$ cat config.mk
export PLATFORM = sky130hd
export DESIGN_NAME = irq_entry_unit
export DESIGN_NICKNAME = d
export VERILOG_FILES = /design/src/rtl/irq_entry_pkg.sv /design/src/rtl/irq_prio_sel.sv /design/src/rtl/irq_vec_gen.sv /design/src/rtl/irq_entry_seq.sv /design/src/rtl/irq_entry_unit.sv
export SDC_FILE = /design/constraint.sdc
export NUM_CORES = 1
export LEC_CHECK = 0
export BUFFER_PORTS_ARGS = -buffer_cell sky130_fd_sc_hd__buf_2
export CAP_MARGIN = 20
export CORE_ASPECT_RATIO = 1.75
export CORE_UTILIZATION = 50
export DETAILED_ROUTE_END_ITERATION = 12
export GPL_ROUTABILITY_DRIVEN = 0
export MAX_ROUTING_LAYER = met4
export PLACE_DENSITY = 0.79
export SLEW_MARGIN = 20
export SYNTH_ARGS = -nofsm -noshare
export SYNTH_HDL_FRONTEND = slang
export SYNTH_SLANG_ARGS = --single-unit
$ cat constraint.sdc
create_clock -name clk -period 2.3 [get_ports clk]
set_input_delay 0.575 -clock clk [delete_from_list [all_inputs] [get_ports clk]]
set_output_delay 0.575 -clock clk [all_outputs]
set_load 0.05 [all_outputs]
$ cat src/rtl/irq_entry_pkg.sv
package irq_entry_pkg;

  typedef enum logic [2:0] {
    ST_IDLE,
    ST_PUSH_LO,
    ST_PUSH_HI,
    ST_LOAD_VEC,
    ST_ACTIVE,
    ST_POP_HI,
    ST_POP_LO,
    ST_RESTORE
  } ent_state_t;

  localparam int BYTE_W = 8;

endpackage

$ cat src/rtl/irq_prio_sel.sv
module irq_prio_sel #(
  parameter int NUM_SRC = 6,
  localparam int IDX_W = (NUM_SRC > 1) ? $clog2(NUM_SRC) : 1
) (
  input  logic [NUM_SRC-1:0] req,
  input  logic [NUM_SRC-1:0] en,
  input  logic               glob_en,
  output logic               hit,
  output logic [IDX_W-1:0]   idx
);

  logic [NUM_SRC-1:0] masked;
  logic [NUM_SRC-1:0] grant;

  assign masked = req & en & {NUM_SRC{glob_en}};
  assign hit    = |masked;

  // lowest bit position has the highest urgency
  for (genvar i = 0; i < NUM_SRC; i++) begin : g_grant
    if (i == 0) begin : g_first
      assign grant[i] = masked[0];
    end else begin : g_rest
      assign grant[i] = masked[i] & ~(|masked[i-1:0]);
    end
  end

  always_comb begin
    idx = '0;
    for (int i = 0; i < NUM_SRC; i++) begin
      if (grant[i]) idx = idx | IDX_W'(i);
    end
  end

endmodule

$ cat src/rtl/irq_vec_gen.sv
module irq_vec_gen #(
  parameter int NUM_SRC    = 6,
  parameter int PC_W       = 16,
  parameter int VEC_BASE   = 3,
  parameter int VEC_STRIDE = 8,
  localparam int IDX_W = (NUM_SRC > 1) ? $clog2(NUM_SRC) : 1
) (
  input  logic [IDX_W-1:0] idx,
  output logic [PC_W-1:0]  vec
);

  logic [PC_W-1:0] slot [NUM_SRC];

  for (genvar i = 0; i < NUM_SRC; i++) begin : g_slot
    assign slot[i] = PC_W'(VEC_BASE + i * VEC_STRIDE);
  end

  always_comb begin
    vec = '0;
    for (int i = 0; i < NUM_SRC; i++) begin
      if (idx == IDX_W'(i)) vec = slot[i];
    end
  end

endmodule

$ cat src/rtl/irq_entry_seq.sv
module irq_entry_seq
  import irq_entry_pkg::*;
#(
  parameter int PC_W    = 16,
  parameter int SP_W    = 8,
  parameter int SP_INIT = 7,
  localparam int HI_W   = PC_W - BYTE_W
) (
  input  logic              clk,
  input  logic              rst_n,
  input  logic              hit,
  input  logic              insn_boundary,
  input  logic              link_mode,
  input  logic              reti,
  input  logic [PC_W-1:0]   vec_in,
  input  logic [PC_W-1:0]   pc_in,
  input  logic [BYTE_W-1:0] stk_rdata,
  output logic              stk_we,
  output logic              stk_re,
  output logic [SP_W-1:0]   stk_addr,
  output logic [BYTE_W-1:0] stk_wdata,
  output logic              pc_load,
  output logic [PC_W-1:0]   pc_out,
  output logic [SP_W-1:0]   sp_out,
  output logic              busy,
  output logic              vec_load,
  output logic              via_link
);

  ent_state_t      state_q, state_n;
  logic [PC_W-1:0] link_q;
  logic [PC_W-1:0] vec_q;
  logic [HI_W-1:0] hi_q;
  logic            mode_q;
  logic [SP_W-1:0] sp_q, sp_n;

  logic take;
  logic save_en;
  logic sp_en;
  logic hi_en;

  assign take    = hit && insn_boundary && (state_q == ST_IDLE);
  assign save_en = take;
  assign hi_en   = (state_q == ST_POP_LO);

  // next state
  always_comb begin
    state_n = state_q;
    unique case (state_q)
      ST_IDLE:     if (take) state_n = link_mode ? ST_LOAD_VEC : ST_PUSH_LO;
      ST_PUSH_LO:  state_n = ST_PUSH_HI;
      ST_PUSH_HI:  state_n = ST_LOAD_VEC;
      ST_LOAD_VEC: state_n = ST_ACTIVE;
      ST_ACTIVE:   if (reti) state_n = mode_q ? ST_RESTORE : ST_POP_HI;
      ST_POP_HI:   state_n = ST_POP_LO;
      ST_POP_LO:   state_n = ST_RESTORE;
      ST_RESTORE:  state_n = ST_IDLE;
      default:     state_n = ST_IDLE;
    endcase
  end

  // stack pointer: pre-increment on push, post-decrement on pop
  always_comb begin
    sp_en = 1'b0;
    sp_n  = sp_q;
    if ((take && !link_mode) || (state_q == ST_PUSH_LO)) begin
      sp_en = 1'b1;
      sp_n  = sp_q + SP_W'(1);
    end else if ((state_q == ST_POP_HI) || (state_q == ST_POP_LO)) begin
      sp_en = 1'b1;
      sp_n  = sp_q - SP_W'(1);
    end
  end

  always_ff @(posedge clk or negedge rst_n) begin
    if (!rst_n) begin
      state_q <= ST_IDLE;
      sp_q    <= SP_W'(SP_INIT);
      link_q  <= '0;
      vec_q   <= '0;
      hi_q    <= '0;
      mode_q  <= 1'b0;
    end else begin
      state_q <= state_n;
      if (sp_en) sp_q <= sp_n;
      if (save_en) begin
        link_q <= pc_in;
        vec_q  <= vec_in;
        mode_q <= link_mode;
      end
      if (hi_en) hi_q <= stk_rdata[HI_W-1:0];
    end
  end

  // outputs
  assign stk_we    = (state_q == ST_PUSH_LO) || (state_q == ST_PUSH_HI);
  assign stk_re    = (state_q == ST_POP_HI)  || (state_q == ST_POP_LO);
  assign stk_addr  = sp_q;
  assign stk_wdata = (state_q == ST_PUSH_LO) ? link_q[BYTE_W-1:0]
                                             : BYTE_W'(link_q[PC_W-1:BYTE_W]);
  assign vec_load  = (state_q == ST_LOAD_VEC);
  assign pc_load   = vec_load || (state_q == ST_RESTORE);
  assign busy      = (state_q != ST_IDLE);
  assign via_link  = busy && mode_q;
  assign sp_out    = sp_q;

  always_comb begin
    if (vec_load)    pc_out = vec_q;
    else if (mode_q) pc_out = link_q;
    else             pc_out = {hi_q, stk_rdata};
  end

endmodule

$ cat src/rtl/irq_entry_unit.sv
module irq_entry_unit #(
  parameter int NUM_SRC    = 6,
  parameter int PC_W       = 16,
  parameter int SP_W       = 8,
  parameter int SP_INIT    = 7,
  parameter int VEC_BASE   = 3,
  parameter int VEC_STRIDE = 8
) (
  input  logic               clk,
  input  logic               rst_n,
  input  logic [NUM_SRC-1:0] irq_req,
  input  logic [NUM_SRC-1:0] irq_en,
  input  logic               glob_en,
  input  logic               insn_boundary,
  input  logic               link_mode,
  input  logic               reti,
  input  logic [PC_W-1:0]    pc_in,
  output logic               pc_load,
  output logic [PC_W-1:0]    pc_out,
  output logic               stk_we,
  output logic               stk_re,
  output logic [SP_W-1:0]    stk_addr,
  output logic [7:0]         stk_wdata,
  input  logic [7:0]         stk_rdata,
  output logic [SP_W-1:0]    sp_out,
  output logic               isr_active
);

  localparam int IDX_W = (NUM_SRC > 1) ? $clog2(NUM_SRC) : 1;

  logic [1:0]       rst_sync;
  logic             rst_s;
  logic             hit;
  logic [IDX_W-1:0] src_idx;
  logic [PC_W-1:0]  vec;
  logic             vec_load;
  logic             via_link;

  // asynchronous assert, synchronous release
  always_ff @(posedge clk or negedge rst_n) begin
    if (!rst_n) rst_sync <= 2'b00;
    else        rst_sync <= {rst_sync[0], 1'b1};
  end
  assign rst_s = rst_sync[1];

  irq_prio_sel #(.NUM_SRC(NUM_SRC)) u_prio (
    .req     (irq_req),
    .en      (irq_en),
    .glob_en (glob_en),
    .hit     (hit),
    .idx     (src_idx)
  );

  irq_vec_gen #(
    .NUM_SRC    (NUM_SRC),
    .PC_W       (PC_W),
    .VEC_BASE   (VEC_BASE),
    .VEC_STRIDE (VEC_STRIDE)
  ) u_vec (
    .idx (src_idx),
    .vec (vec)
  );

  irq_entry_seq #(
    .PC_W    (PC_W),
    .SP_W    (SP_W),
    .SP_INIT (SP_INIT)
  ) u_seq (
    .clk           (clk),
    .rst_n         (rst_s),
    .hit           (hit),
    .insn_boundary (insn_boundary),
    .link_mode     (link_mode),
    .reti          (reti),
    .vec_in        (vec),
    .pc_in         (pc_in),
    .stk_rdata     (stk_rdata),
    .stk_we        (stk_we),
    .stk_re        (stk_re),
    .stk_addr      (stk_addr),
    .stk_wdata     (stk_wdata),
    .pc_load       (pc_load),
    .pc_out        (pc_out),
    .sp_out        (sp_out),
    .busy          (isr_active),
    .vec_load      (vec_load),
    .via_link      (via_link)
  );

endmodule

==> metrics.txt, run 1 <==
placed standard-cell area 0.00313 mm²; clock tree from TritonCTS built; Post-synth top flop sky130_fd_sc_hd__dfrtp_1; wire length per cell after detailed routing 14.8 µm; R2R depth 10; total of buffers placed on input and output ports 85; failing checks setup timing; Bufs on Longest Clock Path 2; maximum number of pins on one net before global-route repair 41; TritonCTS Sinks 42; Cells after DPL 363; number of search-and-repair iterations in the first detailed-routing pass 6; hold buffer count at cts 0; count of antenna diodes in the layout 0; Cell variety after synth 42; async set-reset flop share out of synthesis 1.00; FP Rows 34; number of antenna violations at the first check in global routing 0; overall track demand over capacity in global routing 0.219; RSZ-0062 raised after global routing true; share of final-layout standard cells stronger than drive strength 1 0.581; #FFs+latches synth 42; final hold violation count 0; initial cell density of the core 0.515; proportion of synthesized chip area in sequential cells 0.415; number of nets with antenna violations after detailed routing 0; Data required, critical path 2.50 ns; count of nets after finishing 370; HPWL reported at the end of detailed placement 4130 µm; DRC Markers 0; final period utilization 1.06; portion of synthesized cell area occupied by the leading cell type 0.384; reg2reg start u_seq.state_q[2]; worst rel slew slack 0.414; number of cells in the finished layout apart from fillers 376; total congestion overflow after global routing 0; drt first-iter violations 38; signed area change from the synthesized netlist to the final layout 31.8%; Syn Nets 267; Layout Skew 0.00264 ns; vias in the first global route 2030; utilization of the core after routing 0.680; Worst EP arrival 2.63 ns; largest area contributor in the netlist sky130_fd_sc_hd__dfrtp_1; run status finished with violations; Routed WL 5550 µm; summed area of non-filler cells in the final layout 0.00335 mm²; top cells by area, synth sky130_fd_sc_hd__dfrtp_1, sky130_fd_sc_hd__mux2_4, sky130_fd_sc_hd__mux2_2; final period demand of the worst path 2.43 ns; synthesis warning total 0; DR vias 2006; capturing point of the worst reg2reg path u_seq.sp_out[6]; Cell Area, Synth 0.00254 mm²; transition time at the pin with the least slew margin 0.879 ns; number of enable flip-flop cells after synthesis 0; global-route wire length before repair 8990 µm; worst path setup slack after routing -0.127 ns; DR vias/cell 5.34; number of top-level design ports 86; post-CTS clock slew at the launch and capture registers of the worst setup and hold paths 0.08 ns; R2R setup slack 0.01 ns; Post-Syn Instances 218; clock network latency to the later pin of the worst-skew pair 0.29 ns; maximum fanout along the worst path 4; H-tree levels 2; kind of end point of the critical path flip-flop; CP Class in2reg; core box area 0.00493 mm²; width of the die 55.9 µm; die area 0.00539 mm²; Die Y-Extent 96.4 µm; max capacitance violation total 0; final slew viol count 0; average cell area after synthesis 11.7 µm²; number of buffers created by CTS 5; element type at the critical path start input pin; min-delay worst type in2async; Setup Viol. Count Final 3; top achievable clock speed 412 MHz; clock root buffer sky130_fd_sc_hd__clkbuf_8
## cells in the mapped netlist, types with 2 or more instances
| master | instances |
|---|---|
| sky130_fd_sc_hd__nand2_4 | 2 |
| sky130_fd_sc_hd__a21oi_1 | 8 |
| sky130_fd_sc_hd__nand3_1 | 2 |
| sky130_fd_sc_hd__nand2_1 | 12 |
| sky130_fd_sc_hd__xnor2_1 | 4 |
| sky130_fd_sc_hd__and2_1 | 3 |
| sky130_fd_sc_hd__buf_2 | 4 |
| sky130_fd_sc_hd__nor2_1 | 18 |
| sky130_fd_sc_hd__mux2_2 | 18 |
| sky130_fd_sc_hd__o21a_1 | 4 |
| sky130_fd_sc_hd__o31ai_1 | 3 |
| sky130_fd_sc_hd__nand2b_1 | 4 |
| sky130_fd_sc_hd__ha_1 | 6 |
| sky130_fd_sc_hd__a22oi_1 | 2 |
| sky130_fd_sc_hd__mux2i_1 | 19 |
| sky130_fd_sc_hd__xor2_1 | 2 |
| sky130_fd_sc_hd__mux2_4 | 19 |
| sky130_fd_sc_hd__buf_6 | 2 |
| sky130_fd_sc_hd__inv_1 | 8 |
| sky130_fd_sc_hd__nor2b_1 | 2 |
| sky130_fd_sc_hd__o21ai_0 | 8 |
| sky130_fd_sc_hd__dfstp_2 | 3 |
| sky130_fd_sc_hd__buf_4 | 8 |
| sky130_fd_sc_hd__dfrtp_1 | 39 |
## state kept, by name, summed over array words and instances, names as in the netlist
name / count
rst_sync: 2
u_seq.link_q: 16
u_seq.sp_out: 8
u_seq.hi_q: 8
u_seq.vec_q: 4
u_seq.state_q: 3
u_seq.mode_q: 1
## layer usage
metal,global-route usage,up-vias,wire length [µm]
met2,0.418,60,3120
met1,0.224,977,2070
met4,0.0793,0,151
met3,0.0376,14,208
li1,-,955,-
met5,-,-,0
## layout by cell type (no fill, tap or decap), types with 3 or more instances in the layout
cell type	instances
sky130_fd_sc_hd__a21oi_1	5
sky130_fd_sc_hd__dfrtp_1	37
sky130_fd_sc_hd__buf_4	33
sky130_fd_sc_hd__inv_1	8
sky130_fd_sc_hd__mux2i_1	19
sky130_fd_sc_hd__mux2_4	19
sky130_fd_sc_hd__xnor2_1	4
sky130_fd_sc_hd__o21ai_1	4
sky130_fd_sc_hd__buf_2	73
sky130_fd_sc_hd__ha_1	4
sky130_fd_sc_hd__a21oi_2	3
sky130_fd_sc_hd__nand2_1	12
sky130_fd_sc_hd__nor2_1	15
sky130_fd_sc_hd__mux2_2	18
sky130_fd_sc_hd__o21a_1	4
sky130_fd_sc_hd__buf_6	4
sky130_fd_sc_hd__o21ai_0	3
sky130_fd_sc_hd__clkbuf_8	6
sky130_fd_sc_hd__dfstp_2	3
## how the worst max path moves through the flow
stage | startpoint | end | slack, ns | depth (start not counted)
finish | irq_req[2] | u_seq.sp_out[6] | -0.13 | 11
CTS | irq_en[2] | u_seq.sp_out[7] | -0.1 | 10
global route | irq_req[2] | u_seq.sp_out[7] | -0.25 | 10
detailed placement | irq_req[4] | u_seq.sp_out[7] | -0.50 | 10
floorplan | irq_en[2] | u_seq.sp_out[7] | -0.39 | 9
global placement | irq_req[4] | u_seq.sp_out[7] | -0.45 | 10
## per-stage QoR
| stage | setup TNS [ns] | hold WS, ns | setup slack, ns |
|---|---|---|---|
| floorplan | -1.19 | 0.279 | -0.394 |
| global placement | -1.90 | 0.338 | -0.449 |
| detailed placement | -2.06 | 0.335 | -0.504 |
| CTS | -0.246 | 0.0472 | -0.0966 |
| global route | -0.718 | 0.0404 | -0.249 |
| finish | -0.273 | 0.0530 | -0.127 |
## cell type report
cell class                      instances  area, µm²
Tap cell                               54       67.6
Clock buffer                            6       82.6
Fill cell                             410       1580
Clock inverter                          2       12.5
Sequential cell                        42       1060
Timing Repair Buffer                  112        681
Multi-Input combinational cell        152       1420
Inverter                                8       30.0
## kinds of logic after synthesis
| logic type | Yosys count | share of synthesized area |
|---|---|---|
| AO/OA/AOI/OAI | 35 | 0.105 |
| XOR/XNOR | 6 | 0.0207 |
| adder cells (fa/ha/maj) | 7 | 0.0374 |
| buffers and inverters | 24 | 0.0615 |
| flip-flops | 42 | 0.415 |
| multiplexers | 56 | 0.267 |
| other | 1 | 0.00147 |
| AND/OR/NAND/NOR | 47 | 0.0930 |
## repair_timing
| item | 4_1_cts | 5_1_grt |
|---|---|---|
| pin swaps | 4 | 8 |
| hold endpoints to repair | 0 | 0 |
| setup buffers | 0 | 5 |
| setup endpoints to repair | 25 | 29 |
| gates resized for setup | 9 | 24 |
## worst max-delay path: stages
cell and delay, ns:
sky130_fd_sc_hd__buf_6 0.09, sky130_fd_sc_hd__a22oi_2 0.25, sky130_fd_sc_hd__a41oi_4 0.18, sky130_fd_sc_hd__o21ai_4 0.23, sky130_fd_sc_hd__buf_6 0.14, sky130_fd_sc_hd__ha_1 0.25
sky130_fd_sc_hd__o21a_1 0.20, sky130_fd_sc_hd__o31a_1 0.12, sky130_fd_sc_hd__o21a_1 0.20, sky130_fd_sc_hd__o21a_1 0.17, sky130_fd_sc_hd__o31ai_1 0.22
Power of run 1 is not shown: default switching activity piles up to over one toggle a cycle in this logic, so the estimate is an artifact.
==> inputs of run 2 (changes only) <==
--- a/config.mk
+++ b/config.mk
@@ -5,6 +5,7 @@
 export SDC_FILE = /design/constraint.sdc
 export NUM_CORES = 1
 export LEC_CHECK = 0
+export ABC_AREA = 1
 export BUFFER_PORTS_ARGS = -buffer_cell sky130_fd_sc_hd__buf_2
 export CAP_MARGIN = 20
 export CORE_ASPECT_RATIO = 1.75
==> metrics.txt, run 2 <==
adder and majority cell fraction of the synthesized area 0.0372; max FFs per register 16; portion of synthesized cell area occupied by the leading cell type 0.382; fraction of the mapped netlist area in simple logic gates 0.228; DR vias/cell 5.12; area share of xor/xnor cells in the synthesized design 0.0171; initial cell density of the core 0.518; number of top-level design ports 86; Die Y-Extent 96.6 µm; area fraction in compound gates after synthesis 0.119; number of enable flip-flop cells after synthesis 0; final hold violation count 0; clock tree from TritonCTS built; signed area change from the synthesized netlist to the final layout 32.2%; FF+latch area 0.00106 mm²; FP Rows 34; DRC Markers 0; final period utilization 0.966; die area 0.00541 mm²; #FFs+latches synth 42; share of final-layout standard cells stronger than drive strength 1 0.436; Routed WL 6510 µm; average cell area after synthesis 8.11 µm²; Cell Area, Synth 0.00256 mm²; number of nets with antenna violations after detailed routing 0; vias in the first global route 2327; clock network latency to the later pin of the worst-skew pair 0.30 ns; main combinational cell family by area after synthesis simple AND/OR/NAND/NOR gates; HPWL reported at the end of detailed placement 4810 µm; Routed met3 length 266 µm; Cell variety after synth 33; total congestion overflow after global routing 0; proportion of synthesized chip area in sequential cells 0.413; top layer used by detailed routing met4; kind of end point of the critical path output pin; Post-Syn Instances 315; clock root buffer sky130_fd_sc_hd__clkbuf_8; DR vias 2390; width of the die 56.1 µm; number of buffers created by CTS 5; met2 wire length 3620 µm; async set-reset flop share out of synthesis 1.00; most frequent cells in the layout sky130_fd_sc_hd__nand2_1, sky130_fd_sc_hd__buf_2, sky130_fd_sc_hd__dfrtp_1; run status finished, final reports clean; hold buffer count at cts 0; global-route wire length before repair 10200 µm; top cells by area, synth sky130_fd_sc_hd__dfrtp_1, sky130_fd_sc_hd__nand2_1, sky130_fd_sc_hd__inv_1; Worst EP arrival 1.65 ns; Syn Nets 364; H-tree levels 2; top achievable clock speed 450 MHz; Bufs on Longest Clock Path 2; Post-synth top cells sky130_fd_sc_hd__nand2_1, sky130_fd_sc_hd__inv_1, sky130_fd_sc_hd__dfrtp_1, sky130_fd_sc_hd__o21ai_0; drt first-iter violations 84; leading cell type in the layout, fill and taps excluded sky130_fd_sc_hd__nand2_1; final period demand of the worst path 2.22 ns; multi-input combinational cell area 0.00131 mm²; total of buffers placed on input and output ports 85; met1 layer wirelength in the final routing 2380 µm; multiplexer share of the synthesized area 0.0734; post-CTS clock slew at the launch and capture registers of the worst setup and hold paths 0.08 ns; Post-synth top flop sky130_fd_sc_hd__dfrtp_1; final slew viol count 0; number of search-and-repair iterations in the first detailed-routing pass 4; maximum fanout along the worst path 17; count of antenna diodes in the layout 0; Setup Viol. Count Final 0; cell with the most instances after synthesis sky130_fd_sc_hd__nand2_1; worst rel slew slack 0.654; wire length per cell after detailed routing 13.9 µm; largest area contributor in the netlist sky130_fd_sc_hd__dfrtp_1; overall track demand over capacity in global routing 0.253; transition time at the pin with the least slew margin 0.519 ns; Layout Skew 0.00792 ns; element type at the critical path start flip-flop; Filler Cells Inserted 390; Final TNS setup 0 ns; core box area 0.00493 mm²; Data required, critical path 1.73 ns; count of nets after finishing 461; CP Class reg2out; number of antenna violations at the first check in global routing 0; max capacitance violation total 0; TritonCTS Sinks 42; maximum number of pins on one net before global-route repair 41; min-delay worst type in2async; Most flops, register u_seq.link_q; synthesis warning total 0
## run 2: metrics by stage
| stage | utilization | setup slack, ns | area [µm²] | std cells | hold slack (ns) |
|---|---|---|---|---|---|
| after floorplan | - | -0.303 | 2560 | 315 | 0.279 |
| after global placement | 0.630 | -0.280 | 3110 | 457 | 0.316 |
| after detailed placement | 0.630 | -0.367 | 3110 | 457 | 0.329 |
| after CTS | 0.657 | -0.000426 | 3240 | 465 | 0.0316 |
| after global routing | 0.685 | -0.0575 | 3380 | 467 | 0.0354 |
| final | 0.685 | 0.0788 | 3380 | 467 | 0.0393 |
## run 2: critical path: stages, from the launching register on
cell and delay [ns]:
sky130_fd_sc_hd__dfrtp_2 0.47, sky130_fd_sc_hd__inv_4 0.10, sky130_fd_sc_hd__nand3_2 0.11, sky130_fd_sc_hd__buf_4 0.21, sky130_fd_sc_hd__o21ai_0 0.20, sky130_fd_sc_hd__buf_4 0.23
## run 2: layer usage
metal / up-vias / global-route usage
li1: 1181 / -
met1: 1107 / 0.261
met2: 80 / 0.454
met3: 22 / 0.0386
met4: 0 / 0.150
met5: - / -
## run 2: timing repair
| action | in CTS | in global routing |
|---|---|---|
| pin swaps | 0 | 8 |
| gates resized for setup | 11 | 39 |
| buffers inserted | 0 | 2 |
| setup endpoints to repair | 17 | 27 |
## run 2: logic make-up (layout without fill, tap and decap cells)
logic type / Yosys count / after routing
flops: 42 / 42
mux: 14 / 14
buf+inv: 61 / 159
simple gates: 137 / 137
xor+xnor: 5 / 5
fa+ha+maj: 7 / 7
other cells: 1 / 1
compound gates: 48 / 48
## run 2: area by class of cell
class	count	area share
clock inverters	3	0.0119
clock buffers	5	0.0204
repair buffers	109	0.197
flip-flops and latches	42	0.313
multi-input cells	212	0.389
well taps	54	0.0200
inverters	42	0.0489
## run 2: final timing paths
path / depth (start not counted) / startpoint / to / slack [ns]
worst max-delay path: 5 / u_seq.state_q[2] / stk_wdata[3] / 0.08
worst min-delay path: 1 / rst_n / rst_sync[0] / 0.04
worst max register to register: 15 / u_seq.state_q[0] / u_seq.sp_out[7] / 0.16
worst min register to register: 1 / rst_sync[1] / u_seq.link_q[6] / 0.32
max in group asynchronous: 1 / rst_sync[1] / u_seq.mode_q / 1.60
min in group clk: 0 / rst_sync[0] / rst_sync[1] / 0.35
Power of run 2 is left out for the same reason.
==> inputs of run 3 (changes only) <==
--- a/config.mk
+++ b/config.mk
@@ -8,7 +8,7 @@
 export ABC_AREA = 1
 export BUFFER_PORTS_ARGS = -buffer_cell sky130_fd_sc_hd__buf_2
 export CAP_MARGIN = 20
-export CORE_ASPECT_RATIO = 1.75
+export CORE_ASPECT_RATIO = 0.5
 export CORE_UTILIZATION = 50
 export DETAILED_ROUTE_END_ITERATION = 12
 export GPL_ROUTABILITY_DRIVEN = 0
==> metrics.txt, run 3 (same netlist as run 2, synthesis figures left out) <==
reg2reg start u_seq.state_q[1]; Bufs on Longest Clock Path 2; Data required, critical path 1.73 ns; Routed WL 6570 µm; final period demand of the worst path 2.27 ns; TritonCTS Sinks 42; core box area 0.00464 mm²; total of buffers placed on input and output ports 85; global-route wire length before repair 10000 µm; leading cell type in the layout, fill and taps excluded sky130_fd_sc_hd__nand2_1; hold buffer count at cts 0; capturing point of the worst reg2reg path u_seq.sp_out[7]; width of the die 103 µm; run status finished, final reports clean; number of top-level design ports 86; final slew viol count 0; most frequent cells in the layout sky130_fd_sc_hd__nand2_1, sky130_fd_sc_hd__buf_2, sky130_fd_sc_hd__inv_1; RSZ-0062 raised after global routing true; Most flops, register u_seq.link_q; count of antenna diodes in the layout 0; HPWL reported at the end of detailed placement 4750 µm; count of nets after finishing 464; number of buffers created by CTS 5; Setup Viol. Count Final 0; post-CTS clock slew at the launch and capture registers of the worst setup and hold paths 0.08 ns; Final TNS setup 0 ns; Worst EP arrival 1.69 ns; R2R depth 14; DR vias 2411; wire length per cell after detailed routing 13.6 µm; signed area change from the synthesized netlist to the final layout 34.7%; total congestion overflow after global routing 0; H-tree levels 2; final period utilization 0.985; worst rel slew slack 0.656; top achievable clock speed 441 MHz; max FFs per register 16; max capacitance violation total 0; clock root buffer sky130_fd_sc_hd__clkbuf_8; maximum fanout along the worst path 17; FP Rows 17; maximum number of pins on one net before global-route repair 41; DR vias/cell 5.00; number of antenna violations at the first check in global routing 0; overall track demand over capacity in global routing 0.257; R2R setup slack 0.05 ns; kind of end point of the critical path output pin; transition time at the pin with the least slew margin 0.516 ns; vias in the first global route 2244; drt first-iter violations 128; worst hold slack 0.0424 ns; CP Class reg2out; number of search-and-repair iterations in the first detailed-routing pass 4; Layout Skew 0.00593 ns; share of final-layout standard cells stronger than drive strength 1 0.430; Die Y-Extent 52.6 µm; utilization of the core after routing 0.743; clock network latency to the later pin of the worst-skew pair 0.30 ns; final hold violation count 0; clock tree from TritonCTS built; DRC Markers 0; initial cell density of the core 0.551; min-delay worst type in2async; element type at the critical path start flip-flop; die area 0.00542 mm²; number of nets with antenna violations after detailed routing 0
-- run 3: final cells by class --
type,instances,area (µm²)
multi-input cells,212,1340
fillers,364,1190
flip-flops and latches,42,1060
repair buffers,112,693
inverters,42,163
well taps,66,82.6
clock buffers,6,72.6
clock inverters,2,37.5
-- run 3: per-stage QoR --
| step | worst slack (ns) | instances | area (µm²) |
|---|---|---|---|
| final | 0.0339 | 482 | 3440 |
| after global routing | -0.131 | 482 | 3440 |
| after floorplan | -0.303 | 315 | 2560 |
| after detailed placement | -0.375 | 471 | 3140 |
| after global placement | -0.183 | 471 | 3140 |
| after CTS | -0.0105 | 479 | 3280 |
-- run 3: what timing repair did --
action | CTS | global route
gates resized for setup | 13 | 37
pin swaps | 1 | 5
hold endpoints to repair | 0 | 0
gates cloned | 0 | 0
buffers inserted | 0 | 3
setup endpoints to repair | 23 | 27
-- run 3: critical path, stage by stage (launching register included) --
cell,delay [ns]
sky130_fd_sc_hd__dfrtp_2,0.47
sky130_fd_sc_hd__inv_2,0.10
sky130_fd_sc_hd__buf_4,0.13
sky130_fd_sc_hd__nand3_2,0.12
sky130_fd_sc_hd__buf_6,0.19
sky130_fd_sc_hd__o21ai_0,0.16
sky130_fd_sc_hd__buf_4,0.22
-- run 3: worst max path at each step --
stage | startpoint | end | slack (ns) | cells past startpoint
global route | u_seq.state_q[0] | u_seq.sp_out[7] | -0.13 | 15
finish | u_seq.state_q[2] | stk_wdata[7] | 0.03 | 6
floorplan | u_seq.state_q[2] | stk_wdata[0] | -0.30 | 4
detailed placement | glob_en | u_seq.sp_out[5] | -0.38 | 14
CTS | u_seq.state_q[0] | u_seq.sp_out[7] | -0.01 | 15
global placement | glob_en | u_seq.sp_out[6] | -0.18 | 18
-- run 3: metal layers --
| metal | track usage | vias to the layer above | wire length, µm | part of all wire |
|---|---|---|---|---|
| li1 | - | 1185 | - | - |
| met4 | 0.0775 | 0 | 66 | 0.010 |
| met1 | 0.325 | 1143 | 2970 | 0.45 |
| met3 | 0.0467 | 6 | 295 | 0.045 |
| met2 | 0.430 | 77 | 3240 | 0.49 |
| met5 | - | - | 0 | 0 |
Power of run 3 is left out for the same reason.
